### config.mk
export PLATFORM = sky130hd
export DESIGN_NAME = atcinv_cmdgen
export DESIGN_NICKNAME = d
export VERILOG_FILES = /design/src/rtl/atcinv_pkg.sv /design/src/rtl/atcinv_span.sv /design/src/rtl/atcinv_pack.sv /design/src/rtl/atcinv_ctrl.sv /design/src/rtl/atcinv_cmdgen.sv
export SDC_FILE = /design/constraint.sdc
export NUM_CORES = 1
export LEC_CHECK = 0
export ABC_AREA = 1
export ABC_CLOCK_PERIOD_IN_PS = 10700
export BUFFER_PORTS_ARGS = -buffer_cell sky130_fd_sc_hd__buf_2
export CORE_MARGIN = 3
export CORE_UTILIZATION = 48
export DETAILED_ROUTE_END_ITERATION = 7
export PLACE_DENSITY = 0.84
export SLEW_MARGIN = 5
export SYNTH_ARGS = -nofsm -noshare
export SYNTH_HDL_FRONTEND = slang
export SYNTH_SLANG_ARGS = --single-unit
export TNS_END_PERCENT = 20
### constraint.sdc
create_clock -name clk -period 10.7 [get_ports clk]
set_input_delay 1.07 -clock clk [delete_from_list [all_inputs] [get_ports clk]]
set_output_delay 1.07 -clock clk [all_outputs]
set_load 0.005 [all_outputs]
### src/rtl/atcinv_pkg.sv
package atcinv_pkg;
  localparam int PAGE_SHIFT = 12;
  localparam int WORD_W     = 64;
  localparam int CMD_W      = 2 * WORD_W;
  localparam int SID_W      = 32;
  localparam int SSID_W     = 20;
  localparam int SIZE_W     = 6;

  localparam logic [7:0]        OP_ATC_INV = 8'h40;
  localparam logic [7:0]        OP_SYNC    = 8'h46;
  localparam logic [SIZE_W-1:0] SIZE_ALL   = 6'd52;

  localparam logic [1:0] ERR_NONE    = 2'd0;
  localparam logic [1:0] ERR_ILLEGAL = 2'd1;
  localparam logic [1:0] ERR_ABORT   = 2'd2;
  localparam logic [1:0] ERR_ATC_TMO = 2'd3;

  typedef enum logic [1:0] {
    ST_IDLE = 2'd0,
    ST_INV  = 2'd1,
    ST_SYNC = 2'd2,
    ST_WAIT = 2'd3
  } seq_st_t;
endpackage

### src/rtl/atcinv_span.sv
module atcinv_span
  import atcinv_pkg::*;
#(
  parameter int ADDR_W = 64,
  localparam int PG_W  = ADDR_W - PAGE_SHIFT
) (
  input  logic [ADDR_W-1:0] addr,
  input  logic [ADDR_W-1:0] len,
  output logic [SIZE_W-1:0] size,
  output logic [PG_W-1:0]   base_pg
);
  logic [ADDR_W-1:0] last_b;
  logic [ADDR_W-1:0] diff_b;
  logic [ADDR_W-1:0] base_b;
  logic [SIZE_W-1:0] lg;

  always_comb begin
    last_b = addr + len - {{(ADDR_W-1){1'b0}}, 1'b1};
    diff_b = addr ^ last_b;
    lg     = '0;
    for (int i = 0; i < ADDR_W; i++) begin
      if (i >= PAGE_SHIFT && diff_b[i]) lg = SIZE_W'(i + 1 - PAGE_SHIFT);
    end
    for (int i = 0; i < ADDR_W; i++) begin
      base_b[i] = (i < PAGE_SHIFT + int'(lg)) ? 1'b0 : addr[i];
    end
    if (len == '0) begin
      size    = SIZE_ALL;
      base_pg = '0;
    end else begin
      size    = lg;
      base_pg = PG_W'(base_b >> PAGE_SHIFT);
    end
  end
endmodule

### src/rtl/atcinv_pack.sv
module atcinv_pack
  import atcinv_pkg::*;
#(
  parameter int PG_W = 52
) (
  input  logic              is_sync,
  input  logic [SSID_W-1:0] ssid,
  input  logic [SID_W-1:0]  sid,
  input  logic [SIZE_W-1:0] size,
  input  logic [PG_W-1:0]   base_pg,
  output logic [CMD_W-1:0]  cmd
);
  logic [WORD_W-1:0] w0;
  logic [WORD_W-1:0] w1;

  always_comb begin
    w0 = '0;
    w1 = '0;
    if (is_sync) begin
      w0[7:0] = OP_SYNC;
    end else begin
      w0[7:0]                 = OP_ATC_INV;
      w0[9]                   = 1'b0;
      w0[11]                  = |ssid;
      w0[12 +: SSID_W]        = ssid;
      w0[32 +: SID_W]         = sid;
      w1[SIZE_W-1:0]          = size;
      w1[PAGE_SHIFT +: PG_W]  = base_pg;
    end
    cmd = {w1, w0};
  end
endmodule

### src/rtl/atcinv_ctrl.sv
module atcinv_ctrl
  import atcinv_pkg::*;
#(
  parameter int MAX_SIDS   = 8,
  parameter int TMO_CYCLES = 1024,
  localparam int CNT_W = $clog2(MAX_SIDS + 1),
  localparam int IDX_W = (MAX_SIDS > 1) ? $clog2(MAX_SIDS) : 1,
  localparam int TMR_W = $clog2(TMO_CYCLES + 1)
) (
  input  logic             clk,
  input  logic             rst_n,
  input  logic             req_valid,
  input  logic             req_ats_en,
  input  logic [CNT_W-1:0] req_cnt,
  input  logic             cmd_ready,
  input  logic             cmpl_ack,
  output logic             req_ready,
  output logic             accept,
  output logic             cmd_valid,
  output logic             is_sync,
  output logic [IDX_W-1:0] idx,
  output logic             done,
  output logic [1:0]       err_code
);
  seq_st_t          st_q, st_n;
  logic [IDX_W-1:0] idx_q, idx_n;
  logic [CNT_W-1:0] cnt_q, cnt_n;
  logic [TMR_W-1:0] tmr_q, tmr_n;
  logic             done_q, done_n;
  logic [1:0]       err_q, err_n;
  logic [CNT_W-1:0] cnt_clamp;
  logic [CNT_W-1:0] idx_next;
  logic             hs;

  assign req_ready = (st_q == ST_IDLE);
  assign accept    = req_valid && req_ready;
  assign cmd_valid = (st_q == ST_INV) || (st_q == ST_SYNC);
  assign is_sync   = (st_q == ST_SYNC);
  assign hs        = cmd_valid && cmd_ready;
  assign cnt_clamp = (req_cnt > CNT_W'(MAX_SIDS)) ? CNT_W'(MAX_SIDS) : req_cnt;
  assign idx_next  = CNT_W'(idx_q) + CNT_W'(1);

  always_comb begin
    st_n   = st_q;
    idx_n  = idx_q;
    cnt_n  = cnt_q;
    tmr_n  = tmr_q;
    err_n  = err_q;
    done_n = 1'b0;
    unique case (st_q)
      ST_IDLE: begin
        if (accept) begin
          err_n  = ERR_NONE;
          idx_n  = '0;
          cnt_n  = cnt_clamp;
          done_n = !req_ats_en;
          if (req_ats_en) st_n = (cnt_clamp == '0) ? ST_SYNC : ST_INV;
        end
      end
      ST_INV: begin
        if (hs) begin
          if (idx_next == cnt_q) st_n  = ST_SYNC;
          else                   idx_n = idx_q + IDX_W'(1);
        end
      end
      ST_SYNC: begin
        if (hs) begin
          st_n   = ST_WAIT;
          tmr_n  = '0;
          done_n = 1'b1;
        end
      end
      ST_WAIT: begin
        if (cmpl_ack) begin
          st_n = ST_IDLE;
        end else if (tmr_q == TMR_W'(TMO_CYCLES - 1)) begin
          st_n  = ST_IDLE;
          err_n = ERR_ATC_TMO;
        end else begin
          tmr_n = tmr_q + TMR_W'(1);
        end
      end
      default: st_n = ST_IDLE;
    endcase
  end

  always_ff @(posedge clk or negedge rst_n) begin
    if (!rst_n) begin
      st_q   <= ST_IDLE;
      idx_q  <= '0;
      cnt_q  <= '0;
      tmr_q  <= '0;
      done_q <= 1'b0;
      err_q  <= ERR_NONE;
    end else begin
      st_q   <= st_n;
      idx_q  <= idx_n;
      cnt_q  <= cnt_n;
      tmr_q  <= tmr_n;
      done_q <= done_n;
      err_q  <= err_n;
    end
  end

  assign idx      = idx_q;
  assign done     = done_q;
  assign err_code = err_q;
endmodule

### src/rtl/atcinv_cmdgen.sv
module atcinv_cmdgen
  import atcinv_pkg::*;
#(
  parameter int ADDR_W     = 64,
  parameter int MAX_SIDS   = 8,
  parameter int TMO_CYCLES = 1024,
  localparam int PG_W  = ADDR_W - PAGE_SHIFT,
  localparam int CNT_W = $clog2(MAX_SIDS + 1),
  localparam int IDX_W = (MAX_SIDS > 1) ? $clog2(MAX_SIDS) : 1
) (
  input  logic                      clk,
  input  logic                      rst_n,
  input  logic                      req_valid,
  output logic                      req_ready,
  input  logic [SSID_W-1:0]         req_ssid,
  input  logic [ADDR_W-1:0]         req_addr,
  input  logic [ADDR_W-1:0]         req_len,
  input  logic                      req_ats_en,
  input  logic [CNT_W-1:0]          req_sid_cnt,
  input  logic [MAX_SIDS*SID_W-1:0] req_sids,
  output logic                      cmd_valid,
  input  logic                      cmd_ready,
  output logic [CMD_W-1:0]          cmd_data,
  input  logic                      cmpl_ack,
  output logic                      done,
  output logic [1:0]                err_code
);
  logic                               rst_s1, rst_s2;
  logic                               accept;
  logic                               is_sync;
  logic [IDX_W-1:0]                   idx;
  logic [SIZE_W-1:0]                  size_d, size_q;
  logic [PG_W-1:0]                    base_d, base_q;
  logic [SSID_W-1:0]                  ssid_q;
  logic [MAX_SIDS-1:0][SID_W-1:0]     sids_d, sids_q;

  // asynchronous assertion, synchronous release
  always_ff @(posedge clk or negedge rst_n) begin
    if (!rst_n) begin
      rst_s1 <= 1'b0;
      rst_s2 <= 1'b0;
    end else begin
      rst_s1 <= 1'b1;
      rst_s2 <= rst_s1;
    end
  end

  assign sids_d = req_sids;

  atcinv_span #(.ADDR_W(ADDR_W)) u_span (
    .addr    (req_addr),
    .len     (req_len),
    .size    (size_d),
    .base_pg (base_d)
  );

  atcinv_ctrl #(.MAX_SIDS(MAX_SIDS), .TMO_CYCLES(TMO_CYCLES)) u_ctrl (
    .clk        (clk),
    .rst_n      (rst_s2),
    .req_valid  (req_valid),
    .req_ats_en (req_ats_en),
    .req_cnt    (req_sid_cnt),
    .cmd_ready  (cmd_ready),
    .cmpl_ack   (cmpl_ack),
    .req_ready  (req_ready),
    .accept     (accept),
    .cmd_valid  (cmd_valid),
    .is_sync    (is_sync),
    .idx        (idx),
    .done       (done),
    .err_code   (err_code)
  );

  // request capture, enabled by acceptance
  always_ff @(posedge clk or negedge rst_s2) begin
    if (!rst_s2) begin
      size_q <= '0;
      base_q <= '0;
      ssid_q <= '0;
      sids_q <= '0;
    end else if (accept) begin
      size_q <= size_d;
      base_q <= base_d;
      ssid_q <= req_ssid;
      sids_q <= sids_d;
    end
  end

  atcinv_pack #(.PG_W(PG_W)) u_pack (
    .is_sync (is_sync),
    .ssid    (ssid_q),
    .sid     (sids_q[idx]),
    .size    (size_q),
    .base_pg (base_q),
    .cmd     (cmd_data)
  );
endmodule

Word-level counts from Yosys, hierarchy flattened
Index checks and enable logic that the tools add are counted.
{"block": "word_totals", "reg_bits": 359, "latch_bits": 0, "ram_bits": 0, "romBits": 0, "input_bits": 414, "n_memories": 0}
{"block": "classes", "n_addsub": 6, "multipliers": 0, "div": 0, "n_lt_le_gt_ge": 54, "n_eq_ne": 15, "n_shift": 0, "mux": 137, "bitwise_logic": 1, "n_reduce_logical": 16}
{"operator": "7-bit by 32-bit < comparator with 1-bit output (first input constant)", "count": 32}
{"operator": "6-bit by 32-bit < comparator with 1-bit output (first input constant)", "count": 16}
{"operator": "6-bit 2-to-1 mux", "count": 53}
{"operator": "5-bit by 32-bit < comparator with 1-bit output (first input constant)", "count": 4}
{"operator": "52-bit 2-to-1 mux", "count": 2}
{"operator": "32-bit binary-select mux with 3-bit select", "count": 1}
{"operator": "64-bit adder", "count": 1}
{"operator": "64-bit zero test", "count": 1}
{"operator": "64-bit by 1-bit subtractor with 64-bit output (second input constant)", "count": 1}
{"operator": "64-bit XOR", "count": 1}
{"operator": "1-bit 2-to-1 mux", "count": 55}
{"operator": "53-bit 2-to-1 mux", "count": 1}
{"operator": "11-bit 2-to-1 mux", "count": 3}
{"operator": "32-bit 2-to-1 mux", "count": 1}
{"operator": "2-bit 2-to-1 mux", "count": 11}
{"operator": "11-bit one-hot mux with 2 select lines", "count": 1}
{"operator": "20-bit OR reduction", "count": 1}
{"operator": "3-bit 2-to-1 mux", "count": 4}
{"operator": "2-bit != test (second input constant)", "count": 6}
{"operator": "4-bit AND reduction", "count": 3}
{"operator": "11-bit by 1-bit adder with 11-bit output (second input constant)", "count": 1}
{"operator": "11-bit by 10-bit == test with 1-bit output (second input constant)", "count": 1}
{"operator": "2-bit one-hot mux with 4 select lines", "count": 1}
{"operator": "4-bit by 6-bit adder with 7-bit output (first input constant)", "count": 1}
{"operator": "other kinds (21)", "count": 27}

Depth between registers and ports, before layout
{"block": "logic_depth", "depth_word": 59, "mapped_depth": 70, "ltp_nobuf": 70}

Hierarchy
From an unflattened synthesis, not the netlist that was laid out.
{"block": "hier_totals", "cells_unflattened": 3507, "area_unflattened_um2": 24763.8}
{"module": "atcinv_cmdgen", "n_inst": 1, "cells_per_inst": 1843, "area_per_inst_um2": 15293.4}
{"module": "atcinv_span", "n_inst": 1, "cells_per_inst": 1192, "area_per_inst_um2": 6860.3}
{"module": "atcinv_ctrl", "n_inst": 1, "cells_per_inst": 200, "area_per_inst_um2": 1446.4}
{"module": "atcinv_pack", "n_inst": 1, "cells_per_inst": 272, "area_per_inst_um2": 1163.6}

Least setup slack after synthesis
No wires, ideal clock.
{"block": "synth_path", "kind": "in2reg", "start": "input req_len[9]", "end": "register base_q[18]", "setup_ns": 0.132, "arrival_time_ns": 6.012, "required_time_ns": 10.568, "setup_slack_ns": 4.556, "cell_stages": 40, "path_cell_list": "inv_1 > ha_1 > inv_1 > ha_1 > a21oi_1 > o21ai_1 > a21oi_1 > nand2_1 > nand2_1 > nand2_2 > nand3_2 > nand2_2 > a21oi_4 > o21ai_4 > nand3_2 > nand2_2 > a21boi_4 > o21ai_4 > (+4 left out) > nand2_1 > nand3_1 > a21oi_2 > o211ai_2 > a21oi_1 > xor2_1 > nand2_1 > nor3_2 > nand2_2 > ha_1 > inv_1 > nand3_1 > nand2_4 > nor2_4 > nand2_2 > buf_6 > a21boi_1 > o22ai_1"}
{"block": "synth_via", "elab_chain_cells": 59, "elab_cells_between_ends": 60, "classes_between": "add/sub: 3; order compare: 1; mux: 54; bitwise: 1; reduce/logical: 1"}
{"element": "start: declaration", "line": "atcinv_cmdgen.sv:17", "source": "input logic [ADDR_W-1:0] req_len,"}
{"element": "64-bit adder", "line": "atcinv_span.sv:18", "source": "last_b = addr + len - {{(ADDR_W-1){1'b0}}, 1'b1};"}
{"element": "64-bit by 1-bit subtractor with 64-bit output", "line": "atcinv_span.sv:18"}
{"element": "64-bit XOR", "line": "atcinv_span.sv:19", "source": "diff_b = addr ^ last_b;"}
{"element": "1-bit 2-to-1 mux", "line": "atcinv_span.sv:22", "source": "if (i >= PAGE_SHIFT && diff_b[i]) lg = SIZE_W'(i + 1 - PAGE_SHIFT);"}
{"element": "6-bit 2-to-1 mux (51 in series)", "line": "atcinv_span.sv:22"}
{"element": "4-bit by 6-bit adder with 7-bit output"}
{"element": "6-bit by 32-bit < comparator with 1-bit output", "line": "atcinv_span.sv:25", "source": "base_b[i] = (i < PAGE_SHIFT + int'(lg)) ? 1'b0 : addr[i];"}
{"element": "1-bit 2-to-1 mux", "line": "atcinv_span.sv:25"}
{"element": "52-bit 2-to-1 mux *", "line": "atcinv_span.sv:27", "source": "if (len == '0) begin"}
{"element": "end signal: assignment", "line": "atcinv_cmdgen.sv:83", "source": "base_q <= base_d;"}
{"element": "end: declaration", "line": "atcinv_cmdgen.sv:33", "source": "logic [PG_W-1:0] base_d, base_q;"}
Mark *: on every way between the ends. The rest lies on a longest branch, timed or not.
A chain may end at the register's enable or synchronous reset.

Final worst setup path
{"block": "layout_path", "start": "input req_len[3]", "end": "register base_q[28]"}
{"block": "layout_via", "elab_chain_cells": 59, "elab_cells_between_ends": 60, "classes_between": "add/sub: 3; order compare: 1; mux: 54; bitwise: 1; reduce/logical: 1"}
{"element": "64-bit adder", "line": "atcinv_span.sv:18"}
{"element": "64-bit by 1-bit subtractor with 64-bit output", "line": "atcinv_span.sv:18"}
{"element": "64-bit XOR", "line": "atcinv_span.sv:19"}
{"element": "1-bit 2-to-1 mux", "line": "atcinv_span.sv:22"}
{"element": "6-bit 2-to-1 mux (51 in series)", "line": "atcinv_span.sv:22"}
{"element": "4-bit by 6-bit adder with 7-bit output"}
{"element": "7-bit by 32-bit < comparator with 1-bit output", "line": "atcinv_span.sv:25"}
{"element": "1-bit 2-to-1 mux", "line": "atcinv_span.sv:25"}
{"element": "52-bit 2-to-1 mux *", "line": "atcinv_span.sv:27"}
Marked as above.

==> results.txt <==
Synth Flop Type: dfrtp_1
Worst Setup End Kind: register
#FFs+latches synth: 358
Worst EP arrival: 7.22 ns
Max_cap viols: 0
Drt total wl: 78800 um
First-pass GRT wire length: 119000 um
Crit path time final: 6.78 ns
Placeable Area: 0.0471 mm2
Initial antenna violation count: 17
Vias after detailed routing: 23383
Fin. Hold Viols: 0
Delay-heaviest family, CP: simple AND/OR/NAND/NOR gates
H-tree levels: 2
Final Wtd Congestion: 0.974
RR Startpoint: u_ctrl.st_q[0]
DP Wirelength: 57300 um
Width of the die: 225 um
Drt initial violations: 2274
Most used cell, CP: nand2_1
Max-slew violations: 0
Initial Util: 0.491
Max Freq: 0.147 GHz
Clock buffer depth: 3
Synth unique cells: 65
Skew-Pair Late Insertion Delay: 0.58 ns
Most frequent cells in the layout: nand2_1 (1096), buf_2 (531), inv_1 (448)
Reg clk slew, reported paths: 0.06 ns
Reg2reg setup slack: 6.98 ns
Clock skew: 0.0151 ns
Maximum VDD drop: 0.183 mV
CTS tree: yes
EDFF count, synth: 0
CP Launch Type: primary input
Placed cells: 4300
Yosys top cell by area: dfrtp_1
Fin crit share: 0.634
Worst path buffer plus inverter count: 4
Worst path required time: 11.14 ns
Post-synth ARST share: 1.00
Worst slew margin relative to its limit: 0.195
Total GRT Usage: 0.298
Final WS setup: 3.92 ns
Unrepaired setup endpoints after global routing: false
Worst Max-Slew Pin Slew: 1.21 ns
Global route overflow: 0
DR pass1 iterations: 6
Fillers: 4276
Leak: 15.6 nW
TNS Setup: 0 ns
Mapped Area: 0.0231 mm2
Top cell type's share of synthesized area: 0.388
Area growth syn-to-layout: 19.4%
Crit path kind: in -> reg
Setup WS pre-CTS: 3.52 ns
# resized after CTS: 0
Cell area power density: 261 mW/mm2
RR Endpoint: base_q[15]
Multi-input gate area: 0.0118 mm2
Die Y: 225 um
ANT nets after route: 0
Ports: 547
Sequential cell area fraction in the yosys report: 0.388
Slowest CP cell: nand2_1
Crit-path max FO: 11
Status: completed
Syn Area/Cell: 7.03 um2
Clk sinks: 358
DRC Markers: 0
Root buffer cell: clkbuf_16
Hold Crit Class: in -> async
Row count: 79
Post-Syn Instances: 3289
WL per Instance: 18.0 um
Final setup vio count: 0
PortBufs: 531
Most common cell after layout, fill and taps aside: nand2_1
Largest net degree at the start of global routing: 239
CTS Hold Buffers Added: 0
Top cells by area, synth: dfrtp_1 (39%), nand2_1 (18%), inv_1 (7.3%), ha_1 (7.2%), nor2_1 (5.8%)
Vias in the first global route: 22183
TritonCTS Buffers: 42
Fin nets: 4284
Final std cells w/o fill: 4382
Postcts setup bufs: 0
Share of cells above drive strength 1: 0.186
Max incr delay on CP: 0.40 ns
Synth Warn #: 0
Die area: 0.0508 mm2
Register area: 0.00897 mm2
Worst Reg2Reg Path Length in Cells: 9
DR vias/cell: 5.34
worst max path at each step:
stage	end	depth (start not counted)	start	slack, ns
2_1_floorplan	base_q[18]	40	req_len[9]	4.56
3_3_place_gp	base_q[32]	41	req_len[3]	3.65
3_5_place_dp	base_q[28]	41	req_len[3]	3.52
4_1_cts	base_q[28]	41	req_len[3]	4.02
5_1_grt	base_q[32]	47	req_addr[12]	3.53
6_report	base_q[28]	41	req_len[3]	3.92
worst reg2reg max path, delay by kind of cell, from the launching register on:
| kind | cells | cell delay (ns) |
|---|---|---|
| fa+ha+maj | 1 | 0.29 |
| compound gates | 1 | 0.42 |
| flops | 1 | 0.42 |
| buf+inv | 4 | 1.59 |
| simple gates | 3 | 0.87 |
Yosys cell counts (26+ instances only):
cell type	instances
a21oi_1	74
o22ai_1	45
o21ai_1	27
xor2_1	61
nand2_2	26
nand3_1	61
a31oi_1	33
inv_1	452
o21ai_0	223
ha_1	133
nand4_1	28
dfrtp_1	358
clkbuf_1	115
nand2_1	1097
nor2_1	360
xnor2_1	31
routing by layer:
metal,routed length (um),global-route usage
met5,119,0
met2,35900,0.482
met1,30900,0.372
met4,4910,0.167
met3,7010,0.0667
sequential cells by signal, indices dropped and copies added (netlist names):
| signal | count |
|---|---|
| u_ctrl.idx | 3 |
| rst_s2 | 1 |
| u_ctrl.cnt_q | 4 |
| u_ctrl.err_code | 1 |
| u_ctrl.tmr_q | 11 |
| ssid_q | 20 |
| base_q | 52 |
| u_ctrl.done | 1 |
| size_q | 6 |
| u_ctrl.st_q | 2 |
| sids_q | 256 |
| rst_s1 | 1 |
final cells by class:
type	count	share of cell area
multi-input combinational	2334	0.429
timing repair buffer	546	0.101
sequential	358	0.325
tap	607	0.0275
inverter	455	0.0623
antenna	7	0.000635
clock buffer	59	0.0440
clock inverter	16	0.0104
power by group:
group          leakage, nW  internal (mW)  switching [mW]
Sequential            4.48           1.97           0.353
Combinational         10.4           1.13            2.20
Clock                0.729          0.946           0.616
cell families (layout without fill, tap and decap cells):
kind of cell | count (synthesis) | count (layout) | share of synthesized area
DFF | 358 | 358 | 0.388
other | 2 | 23 | 0.000325
and+or+nand+nor | 1631 | 1631 | 0.284
xor gates and xnor gates | 95 | 95 | 0.0370
AOI/OAI and AO/OA | 459 | 459 | 0.116
adders and majority gates | 133 | 133 | 0.0720
buffers and inverters | 611 | 1076 | 0.103
stage by stage:
stage	total power [mW]	utilization	cell area (um2)	hold WS [ns]
global route	7.71	0.586	27600	0.248
detailed placement	5.57	0.554	26100	0.350
global placement	5.50	0.554	26100	0.335
CTS	7.17	0.586	27600	0.242
floorplan	4.37	-	23200	0.331
finish	7.20	0.586	27600	0.277
No activity file was read; power rests on OpenSTA's default activity.
